### config.mk
export PLATFORM = sky130hd
export DESIGN_NAME = adc_seq_ctrl
export DESIGN_NICKNAME = d
export VERILOG_FILES = /design/src/rtl/adc_seq_pkg.sv /design/src/rtl/adc_seq_strobe_reg.sv /design/src/rtl/adc_seq_timer.sv /design/src/rtl/adc_seq_status.sv /design/src/rtl/adc_seq_ctrl.sv
export SDC_FILE = /design/constraint.sdc
export NUM_CORES = 1
export LEC_CHECK = 0
export CELL_PAD_IN_SITES_DETAIL_PLACEMENT = 2
export CELL_PAD_IN_SITES_GLOBAL_PLACEMENT = 2
export CORE_MARGIN = 2
export CORE_UTILIZATION = 34
export CTS_CLUSTER_SIZE = 24
export DETAILED_ROUTE_END_ITERATION = 7
export GPL_TIMING_DRIVEN = 0
export PLACE_DENSITY_LB_ADDON = 0.1
export SKIP_LAST_GASP = 1
export SYNTH_ARGS = -nofsm -noshare
export SYNTH_HDL_FRONTEND = slang
export SYNTH_SLANG_ARGS = --single-unit
### constraint.sdc
create_clock -name clk -period 2.8 [get_ports clk]
set_input_delay 0.28 -clock clk [delete_from_list [all_inputs] [get_ports clk]]
set_output_delay 0.28 -clock clk [all_outputs]
set_load 0.005 [all_outputs]
### src/rtl/adc_seq_pkg.sv
package adc_seq_pkg;
    localparam int unsigned DATA_W   = 10;
    localparam int unsigned MODE_BIT = 8;
    localparam int unsigned DBL_BIT  = 6;

    typedef enum logic {
        PIN_BUSY = 1'b0,
        PIN_IRQ  = 1'b1
    } pin_mode_e;
endpackage

### src/rtl/adc_seq_strobe_reg.sv
// Registers the previous level of each bus strobe for edge detection.
module adc_seq_strobe_reg #(
    parameter int unsigned N = 2
) (
    input  logic         clk,
    input  logic         rst_n,
    input  logic [N-1:0] strb_n,
    output logic [N-1:0] prev_q
);
    for (genvar i = 0; i < N; i++) begin : g_strb
        logic lvl_d;
        logic lvl_q;

        always_comb begin
            lvl_d = strb_n[i];
        end

        always_ff @(posedge clk or negedge rst_n) begin
            if (!rst_n) lvl_q <= 1'b1;
            else        lvl_q <= lvl_d;
        end

        assign prev_q[i] = lvl_q;
    end
endmodule

### src/rtl/adc_seq_timer.sv
// Counts half converter periods from the accepted write and flags conversion ends.
module adc_seq_timer #(
    parameter int unsigned BUSY_DLY = 3,
    parameter int unsigned SGL_DONE = 38,
    parameter int unsigned DBL_DONE = 66,
    localparam int unsigned CNT_W   = $clog2(DBL_DONE + 1)
) (
    input  logic clk,
    input  logic rst_n,
    input  logic start,
    input  logic start_dbl,
    output logic active,
    output logic busy_win_d,
    output logic conv_tick,
    output logic seq_done
);
    typedef struct packed {
        logic             active;
        logic             dbl;
        logic [CNT_W-1:0] cnt;
    } tmr_t;

    tmr_t st_d, st_q;
    logic [CNT_W-1:0] last_cnt;

    always_comb begin
        st_d      = st_q;
        last_cnt  = st_q.dbl ? CNT_W'(DBL_DONE - 1) : CNT_W'(SGL_DONE - 1);
        seq_done  = st_q.active && (st_q.cnt == last_cnt);
        conv_tick = st_q.active &&
                    ((st_q.cnt == CNT_W'(SGL_DONE - 1)) ||
                     (st_q.dbl && (st_q.cnt == CNT_W'(DBL_DONE - 1))));
        if (st_q.active) begin
            if (seq_done) begin
                st_d.active = 1'b0;
                st_d.cnt    = '0;
            end else begin
                st_d.cnt = st_q.cnt + 1'b1;
            end
        end else if (start) begin
            st_d.active = 1'b1;
            st_d.dbl    = start_dbl;
            st_d.cnt    = '0;
        end
        busy_win_d = st_d.active && (st_d.cnt >= CNT_W'(BUSY_DLY));
    end

    always_ff @(posedge clk or negedge rst_n) begin
        if (!rst_n) st_q <= '0;
        else        st_q <= st_d;
    end

    assign active = st_q.active;

    // a single sequence must have ended before the counter passes the single length
    a_r4_single_bound: assert property (@(posedge clk) disable iff (!rst_n)
        (st_q.active && !st_q.dbl) |-> (st_q.cnt < CNT_W'(SGL_DONE)));

    // a sequence that ends was preceded by an end-of-conversion tick in the same cycle
    a_r4_done_is_tick: assert property (@(posedge clk) disable iff (!rst_n)
        $fell(st_q.active) |-> $past(conv_tick));
endmodule

### src/rtl/adc_seq_status.sv
// Drives the shared active-low status pin in BUSY or interrupt mode.
module adc_seq_status
    import adc_seq_pkg::*;
(
    input  logic      clk,
    input  logic      rst_n,
    input  pin_mode_e mode,
    input  logic      busy_win_d,
    input  logic      seq_done,
    input  logic      clr,
    output logic      stat_n
);
    logic stat_d, stat_q;

    always_comb begin
        if (mode == PIN_BUSY) begin
            stat_d = ~busy_win_d;
        end else if (seq_done) begin
            stat_d = 1'b0;
        end else if (clr) begin
            stat_d = 1'b1;
        end else begin
            stat_d = stat_q;
        end
    end

    always_ff @(posedge clk or negedge rst_n) begin
        if (!rst_n) stat_q <= 1'b1;
        else        stat_q <= stat_d;
    end

    assign stat_n = stat_q;

    // a bus strobe fall releases a pending interrupt
    a_r6_irq_release: assert property (@(posedge clk) disable iff (!rst_n)
        (mode == PIN_IRQ && clr && !seq_done) |=> stat_q);

    // in interrupt mode the pin only falls at the end of a sequence
    a_r5_irq_on_done: assert property (@(posedge clk) disable iff (!rst_n)
        ($fell(stat_q) && $past(mode) == PIN_IRQ) |-> $past(seq_done));
endmodule

### src/rtl/adc_seq_ctrl.sv
// Top: control capture, result counter, read path.
module adc_seq_ctrl
    import adc_seq_pkg::*;
#(
    parameter int unsigned BUSY_DLY = 3,
    parameter int unsigned SGL_DONE = 38,
    parameter int unsigned DBL_DONE = 66
) (
    input  logic              clk,
    input  logic              rst_n,
    input  logic              cs_n,
    input  logic              wr_n,
    input  logic              rd_n,
    input  logic [DATA_W-1:0] db_in,
    output logic [DATA_W-1:0] db_out,
    output logic              db_oe,
    output logic              stat_n
);
    typedef struct packed {
        logic [DATA_W-1:0] ctrl;
        logic [DATA_W-1:0] result;
    } top_t;

    top_t      r_d, r_q;
    logic [1:0] prev_q;
    logic      wr_rise, wr_fall, rd_fall, accept;
    logic      active, busy_win_d, conv_tick, seq_done;
    pin_mode_e mode_eff;

    adc_seq_strobe_reg #(.N(2)) u_strb (
        .clk    (clk),
        .rst_n  (rst_n),
        .strb_n ({rd_n, wr_n}),
        .prev_q (prev_q)
    );

    always_comb begin
        wr_rise  = ~prev_q[0] &  wr_n & ~cs_n;
        wr_fall  =  prev_q[0] & ~wr_n & ~cs_n;
        rd_fall  =  prev_q[1] & ~rd_n & ~cs_n;
        accept   = wr_rise & ~active;
        r_d      = r_q;
        if (accept)    r_d.ctrl   = db_in;
        if (conv_tick) r_d.result = r_q.result + 1'b1;
        mode_eff = accept ? pin_mode_e'(db_in[MODE_BIT]) : pin_mode_e'(r_q.ctrl[MODE_BIT]);
    end

    always_ff @(posedge clk or negedge rst_n) begin
        if (!rst_n) r_q <= '0;
        else        r_q <= r_d;
    end

    adc_seq_timer #(
        .BUSY_DLY (BUSY_DLY),
        .SGL_DONE (SGL_DONE),
        .DBL_DONE (DBL_DONE)
    ) u_tmr (
        .clk        (clk),
        .rst_n      (rst_n),
        .start      (accept),
        .start_dbl  (db_in[DBL_BIT]),
        .active     (active),
        .busy_win_d (busy_win_d),
        .conv_tick  (conv_tick),
        .seq_done   (seq_done)
    );

    adc_seq_status u_stat (
        .clk        (clk),
        .rst_n      (rst_n),
        .mode       (mode_eff),
        .busy_win_d (busy_win_d),
        .seq_done   (seq_done),
        .clr        (wr_fall | rd_fall),
        .stat_n     (stat_n)
    );

    assign db_oe  = ~cs_n & ~rd_n;
    assign db_out = db_oe ? r_q.result : '0;

    // a write during a running sequence leaves the control word untouched
    a_r7_ignore_busy_write: assert property (@(posedge clk) disable iff (!rst_n)
        (wr_rise && active) |=> $stable(r_q.ctrl));

    // the result counter moves by at most one per cycle
    a_r8_result_step: assert property (@(posedge clk) disable iff (!rst_n)
        (r_q.result == $past(r_q.result)) || (r_q.result == $past(r_q.result) + 1'b1));

    // a low BUSY level only occurs while a sequence is running
    a_r3_busy_only_active: assert property (@(posedge clk) disable iff (!rst_n)
        (r_q.ctrl[MODE_BIT] == 1'b0 && !stat_n) |-> active);
endmodule

### Word level (Yosys, flattened, before mapping)

Index checks and enable logic that the tools add are counted.

* $add $sub $neg: 2
* $lt $le $gt $ge: 1
* eq/ne operators: 4
* multiplexer cells: 11
* bitwise logic cells: 15
* reduce and logical (&&, ||, !) cells: 6

Operators by type and width (count)
* two-way mux 7 bit: 3
* adder 10 x 1 -> 10 bit (second input constant): 1
* two-way mux 10 bit: 1
* two-way mux 9 bit: 1
* bitwise AND 1 bit: 8
* adder 7 x 1 -> 7 bit (second input constant): 1
* equality test 7 x 6 -> 1 bit (second input constant): 1
* equality test 7 bit: 1
* equality test 7 bit (second input constant): 1
* greater-or-equal comparator 7 x 2 -> 1 bit (second input constant): 1
* two-way mux 1 bit: 6
* inverter 1 bit: 6
* logical AND 1 bit: 4
* inequality test 3 bit (second input constant): 1
* AND reduction 2 bit: 1
* logical OR 1 bit: 1
* bitwise OR 1 bit: 1

* flip-flop bits (word level): 31
* output and inout bits: 12
* word-level logic and storage cells: 47

### Logic depth before layout (Yosys ltp)

Gate-level depths: netlist of run 1.

* word-level depth: 10
* mapped depth: 6
* gate-level depth less buffers: 6

### Cells and area by module

From an unflattened synthesis of run 1, not the netlist that was laid out.

* cell total of the unflattened synthesis: 127
* area total of the unflattened synthesis: 1321.3 sq um

By module, submodules not included
* adc_seq_timer: instances 1, cells each 66, area each 623.1 sq um, seq. area each 225.2 sq um
* adc_seq_ctrl: instances 1, cells each 53, area each 581.8 sq um, seq. area each 275.3 sq um
* adc_seq_strobe_reg: instances 1, cells each 4, area each 67.6 sq um, seq. area each 52.6 sq um
* adc_seq_status: instances 1, cells each 4, area each 48.8 sq um, seq. area each 26.3 sq um

### Worst setup path before layout of run 1

Ideal clock, no wire load.

* path kind: register to register
* start: register u_tmr.st_q[0] (netlist name)
* end: register u_stat.stat_q (netlist: u_stat.stat_n)
* setup time: 0.097 ns
* data arrival time: 1.561 ns
* data required time: 2.703 ns
* slack: 1.142 ns
* stages on the path, launching flop included: 7
* path buffers: 0
* clock period less this slack: 1.658 ns
* path through: dfrtp_1 ha_1 and3_1 nand3_1 a22oi_1 a31oi_1 o41ai_2

* cells in the longest elaborated chain, start to end: 8
* elaborated cells on any way between the ends: 14
* classes of those cells: add/sub: 1; order compare: 1; eq/ne: 2; mux: 7; bitwise: 1; reduce/logical: 2

Ends and longest elaborated chain
* start, declared: RTL line adc_seq_timer.sv:23 `tmr_t st_d, st_q;`
* start signal, assigned: RTL line adc_seq_timer.sv:50 `else st_q <= st_d;`
* parallel branches: the longest is 8 deep, another holds adder 7 x 1 -> 7 bit
* end signal, assigned: RTL line adc_seq_status.sv:29 `else stat_q <= stat_d;`
* end, declared: RTL line adc_seq_status.sv:13 `logic stat_d, stat_q;`

Parallel ways; which one is timed is not known.
A chain may end at the register's enable or synchronous reset.

### Final worst setup path of run 1

* start: input port cs_n
* end: output port db_out[1]

* cells in the longest elaborated chain, start to end: 3

Ends and longest elaborated chain
* start, declared: RTL line adc_seq_ctrl.sv:11 `input logic cs_n,`
* inverter 1 bit: RTL line adc_seq_ctrl.sv:78 `assign db_oe = ~cs_n & ~rd_n;`
* bitwise AND 1 bit: RTL line adc_seq_ctrl.sv:78
* two-way mux 10 bit: RTL line adc_seq_ctrl.sv:79 `assign db_out = db_oe ? r_q.result : '0;`
* end, declared: RTL line adc_seq_ctrl.sv:15 `output logic [DATA_W-1:0] db_out,`

No other way between the ends.

==> impl_metrics.toml, run 1 <==
[global_route]
antenna_found_initial = 0
grt_pass1_vias = 1106
grt_first_pass_wirelength_mm = 5.61
groute.usage.overall = 0.172
grt_max_degree = 24
grt_overflow_total = 0

[floorplan]
core_area_sq_mm = 0.00372
fp.dieW_microns = 66.4
initial_core_util = 0.357
die_h_microns = 66.4
rows = 22
die-area_sq_mm = 0.00441
ios = 27

[logic_synthesis]
syn_nets = 149
synth_edf_count = 0
async_flop_share = 1.00
syn_area_per_cell_sq_um = 10.1
syn_inst = 131
netlist_area_sq_mm = 0.00133
ys_warn_count = 0
ys_seq_area_frac = 0.437
synth_cell_type_count = 44
synth_ff_type = "dfrtp_1"
ys_seq_elements = 23

[setup_path]
crit_path_max_fanout = 10
cpPeakStageDelay_ps = 510
cp_slowest_cell = "clkdlybuf4s50_1"
critical_path_arrival_ps = 1960
critical_path.cell_chain = "clkdlybuf4s50_1 -> nor2_1 -> and2_1 -> clkdlybuf4s50_1"
startpoint_type = "input pin"
worstPathRequired_ps = 2520
startpoint = "cs_n"
r2r_start = "u_tmr.st_q[0]"
path_common_cell = "clkdlybuf4s50_1"
worst_setup_path_end_kind = "output pin"
r2r_setup_slack_ps = 840
setup.worst_path.class = "input pin to output pin"

[timing]
hold_viol = 0
maxSlewHeadroom = 0.288
finClkSkew_ps = 4.60
min_period_ps = 2240
setup_viol = 0
rsz0062_at_grt = "false"
tightest_slew_ps = 1060
max_freq_mhz = 445
tns_ps = 0
post-route-period-util = 0.802
drv_slew = 0

[power]
p_total_mw = 0.573
vdd_drop_max_uv = 192
power_per_cell_area_mw_per_mm2 = 356
leakage_nw = 0.762

[finish]
fin_nets = 172
syn2layout_area_growth_pct = 21.6
n_antenna_cell = 0
final_cell_area_sq_mm = 0.00161
drive_above_1_share = 0.137

[cts]
root_buffer = "clkbuf_8"
cts_tree = "built"
clk_latency_ps = 270
clk_pin_slew_ps = 90
cts.path.max_buffers = 2
postCtsHoldBufs = 0
cts_resized = 0
cts_max_level = 1
post_cts_buffers = 0
clock_sinks = 23
numCtsBuffers = 3

[worst_hold_path]
min-delay-start = "r_q[9]"
hp-class = "register to register"

[flow_run]
drv_cap = 0

[run_status]
status = "completed"

[detailed_routing]
routed_wirelength_mm = 3.33
drt_iter0_markers = 33
viasPerCell = 5.28
vias = 1062
drtPass1Iterations = 3
detail-route-antenna-nets = 0
wl_per_cell_microns = 16.5
drc_errors = 0

[place]
port-buffer-count = 18
hpwl_mm = 2.50
place_congestion = 0.747
placed_cell_area_sq_mm = 0.00157
-- routing by layer --
layer  vias up  GRT usage  share of wire
met1       536      0.201           0.43
li1        506          -              -
met5         -          0              0
met4         0     0.0383         0.0087
met2        15      0.315           0.54
met3         5     0.0409          0.023
-- kinds of logic after synthesis --
group,count (synthesis),synth area share
AOI/OAI and AO/OA,26,0.161
xor gates and xnor gates,12,0.0793
adders and majority gates,3,0.0283
buffers and inverters,8,0.0236
DFF,23,0.437
muxes,1,0.00850
and+or+nand+nor,58,0.262
-- area by class of cell --
| class | count | area (sq um) |
|---|---|---|
| inverters | 6 | 22.5 |
| flip-flops and latches | 23 | 579 |
| repair buffers | 18 | 180 |
| clock buffers | 3 | 41.3 |
| clock inverters | 1 | 5.00 |
| well taps | 48 | 60.1 |
| multi-input cells | 100 | 714 |
| plain buffers | 2 | 8.76 |
| fillers | 398 | 2100 |
-- where the power goes --
part | switching [mW] | internal, mW
Clock | 0.114 | 0.0995
Sequential | 0.000883 | 0.335
Combinational | 0.0139 | 0.0105
-- worst max-delay path: cells and delay by family --
family / cells / cell delay (ps)
and+or+nand+nor: 2 / 700
buffers and inverters: 2 / 990
-- cells in the final DEF (no fill, tap or decap), drive strengths merged, types with 3 or more instances in the layout --
| master | count |
|---|---|
| nand2 | 16 |
| nor2 | 9 |
| nand3 | 4 |
| nand2b | 3 |
| clkbuf | 4 |
| inv | 6 |
| a21oi | 3 |
| dfrtp | 20 |
| nand4 | 3 |
| xor2 | 6 |
| nor3 | 3 |
| and2 | 9 |
| o21ai | 9 |
| dfstp | 3 |
| ha | 3 |
| clkdlybuf4s50 | 18 |
| and3 | 4 |
| xnor2 | 6 |
-- worst paths after layout --
path	depth (start not counted)	endpoint
max reg2reg	6	u_stat.stat_n
min reg2reg	1	r_q[9]
max in group asynchronous	1	u_tmr.st_q[4]
max	4	db_out[1]
min	1	r_q[9]
min in group asynchronous	1	r_q[4]
-- sequential cells by signal, summed over array words and instances (netlist names) --
signal               flops
u_tmr.st_q               8
u_stat.stat_n            1
u_strb.g_strb.lvl_q      2
r_q                     11
u_tmr.active             1
-- stage by stage --
stage | setup slack (ps) | hold WS, ps | instances | util
after floorplan | 1140 | -15.6 | 131 | -
after global placement | 607 | 451 | 197 | 0.421
after detailed placement | 457 | 456 | 197 | 0.421
after CTS | 453 | 468 | 201 | 0.434
after global routing | 417 | 479 | 201 | 0.434
final | 555 | 466 | 201 | 0.434
-- Yosys cell counts, types with 2 or more instances --
| library cell | n | area, sq um |
|---|---|---|
| xnor2_1 | 6 | 52.6 |
| nand2_1 | 15 | 56.3 |
| ha_1 | 3 | 37.5 |
| o22ai_1 | 2 | 12.5 |
| a21oi_1 | 3 | 15.0 |
| nand2b_1 | 3 | 18.8 |
| and3_1 | 4 | 25.0 |
| nand3_1 | 4 | 20.0 |
| nand4_1 | 2 | 12.5 |
| and4bb_1 | 2 | 25.0 |
| o21ai_0 | 8 | 40.0 |
| dfstp_2 | 3 | 78.8 |
| and2_1 | 9 | 56.3 |
| inv_1 | 6 | 22.5 |
| nor3_1 | 2 | 10.0 |
| nor2_1 | 7 | 26.3 |
| dfrtp_1 | 20 | 500 |
| xor2_1 | 6 | 52.6 |
(Power assumes the default switching activity.)
==> run 2: changes to the inputs <==
--- a/config.mk
+++ b/config.mk
@@ -8,7 +8,7 @@
 export CELL_PAD_IN_SITES_DETAIL_PLACEMENT = 2
 export CELL_PAD_IN_SITES_GLOBAL_PLACEMENT = 2
 export CORE_MARGIN = 2
-export CORE_UTILIZATION = 34
+export CORE_UTILIZATION = 31
 export CTS_CLUSTER_SIZE = 24
 export DETAILED_ROUTE_END_ITERATION = 7
 export GPL_TIMING_DRIVEN = 0
==> constraint.sdc (replaced) <==
create_clock -name clk -period 2.25 [get_ports clk]
set_input_delay 0.225 -clock clk [delete_from_list [all_inputs] [get_ports clk]]
set_output_delay 0.225 -clock clk [all_outputs]
set_load 0.005 [all_outputs]
==> run 2 against run 1 <==
  * First-iteration DRC count shrank 33%
  * Combinational power grew 24%
  * Via count up 0.28%
  * Critical path depth unchanged
  * Worst hold slack worse by 68 ps
  * Non-clock buffer count did not move
  * Largest cell class unchanged
  * Cell count increased by 1.0%
  * Cell area about the same
  * Sequential power grew 24%
==> impl_metrics.toml, run 2 (same netlist as run 1, synthesis figures left out) <==
[cts]
clock_sinks = 23
cts.path.max_buffers = 2
clk_latency_ps = 270
numCtsBuffers = 3
post_cts_buffers = 0
cts_tree = "built"
cts_resized = 0
root_buffer = "clkbuf_8"
postCtsHoldBufs = 0
cts_max_level = 1
clk_pin_slew_ps = 80

[finish]
n_antenna_cell = 0
drive_above_1_share = 0.131
largestRegisters = "r_q (11), u_tmr.st_q (8), u_strb.g_strb.lvl_q (2)"
syn2layout_area_growth_pct = 21.7
largest-register = "r_q"
layout_common_cells = "dfrtp_1, clkdlybuf4s50_1, nand2_1"
utilization = 0.397
largest_register_ffs = 11
mostFrequentLayoutCell = "dfrtp_1"
fin_nets = 172

[flow_run]
drv_cap = 0

[timing]
min_period_ps = 2100
rsz0062_at_grt = "false"
drv_slew = 0
hold_ws_ps = 398
hold_viol = 0
maxSlewHeadroom = 0.274
tightest_slew_ps = 1090
setup_viol = 0
max_freq_mhz = 477
tns_ps = 0
post-route-period-util = 0.932
finClkSkew_ps = 2.11

[floorplan]
rows = 23
fp.dieW_microns = 69.4
ios = 27
initial_core_util = 0.327
die_h_microns = 69.4
die-area_sq_mm = 0.00481
core_area_sq_mm = 0.00406

[global_route]
grt_max_degree = 24
antenna_found_initial = 0
use_met1 = 0.178
grt_busiest_layer = "met2"
grt_overflow_total = 0
met3_usage = 0.0247
grtUsageMet2 = 0.265
grt_first_pass_wirelength_mm = 5.75
grt_pass1_vias = 1225
groute.usage.overall = 0.149

[detailed_routing]
drc_errors = 0
routed_wirelength_mm = 3.35
drt_iter0_markers = 22
drtPass1Iterations = 4
viasPerCell = 5.25
vias = 1065
detail-route-antenna-nets = 0
wl_per_cell_microns = 16.5

[worst_hold_path]
hold-path-endpoint = "u_strb.g_strb[0].lvl_q"
holdPathStages = 1
min-delay-start = "wr_n"
hp-class = "input pin to register"

[setup_path]
timing.rr.end = "u_stat.stat_n"
crit_path_max_fanout = 10
worstPathRequired_ps = 2030
startpoint_type = "input pin"
critical_path_arrival_ps = 1870
r2r_start = "u_tmr.st_q[0]"
setup.worst_path.class = "input pin to output pin"
reg2regPathDepth = 6
r2r_setup_slack_ps = 250
worst_setup_path_end_kind = "output pin"

[place]
hpwl_mm = 2.51
place_congestion = 0.755
port-buffer-count = 18

[run_status]
status = "completed"

[power]
power_per_cell_area_mw_per_mm2 = 440
p_total_mw = 0.709
leakage_nw = 0.760
vdd_drop_max_uv = 240
## run 2: per-stage QoR
step / cell area [sq um] / std cells / setup slack, ps
finish: 1610 / 203 / 154
CTS: 1610 / 203 / 114
detailed placement: 1570 / 199 / 25.6
global placement: 1570 / 199 / 47.7
floorplan: 1330 / 131 / 592
global route: 1610 / 203 / 23.4
## run 2: area by class of cell
| class | instances | area [sq um] |
|---|---|---|
| Fill cell | 452 | 2440 |
| Multi-Input combinational cell | 100 | 714 |
| Sequential cell | 23 | 579 |
| Timing Repair Buffer | 18 | 180 |
| Tap cell | 50 | 62.6 |
| Clock buffer | 4 | 45.0 |
| Inverter | 6 | 22.5 |
| Buffer | 2 | 8.76 |
## run 2: worst max-delay path: stages
cell and delay [ps]:
clkdlybuf4s50_1 480, nor2_1 440, and2_1 210, clkdlybuf4s50_1 500
## run 2: worst max path at each step
stage,startpoint,to,slack (ps),cells past startpoint
2_1_floorplan,u_tmr.st_q[0],u_stat.stat_n,590,6
4_1_cts,cs_n,db_out[3],110,4
3_3_place_gp,cs_n,u_stat.stat_n,50,6
3_5_place_dp,cs_n,u_stat.stat_n,30,6
6_report,cs_n,db_out[3],150,4
5_1_grt,cs_n,db_out[7],20,4
## run 2: per-layer routing
layer	up-vias	wire (microns)	part of all wire
met5	-	0	0
met4	0	55	0.016
met3	5	71	0.021
met2	13	1760	0.53
met1	537	1470	0.44
li1	510	-	-
## run 2: report_power, final
part           switching (mW)  internal (mW)
sequential            0.00106          0.416
clock                   0.135          0.127
combinational          0.0172         0.0131
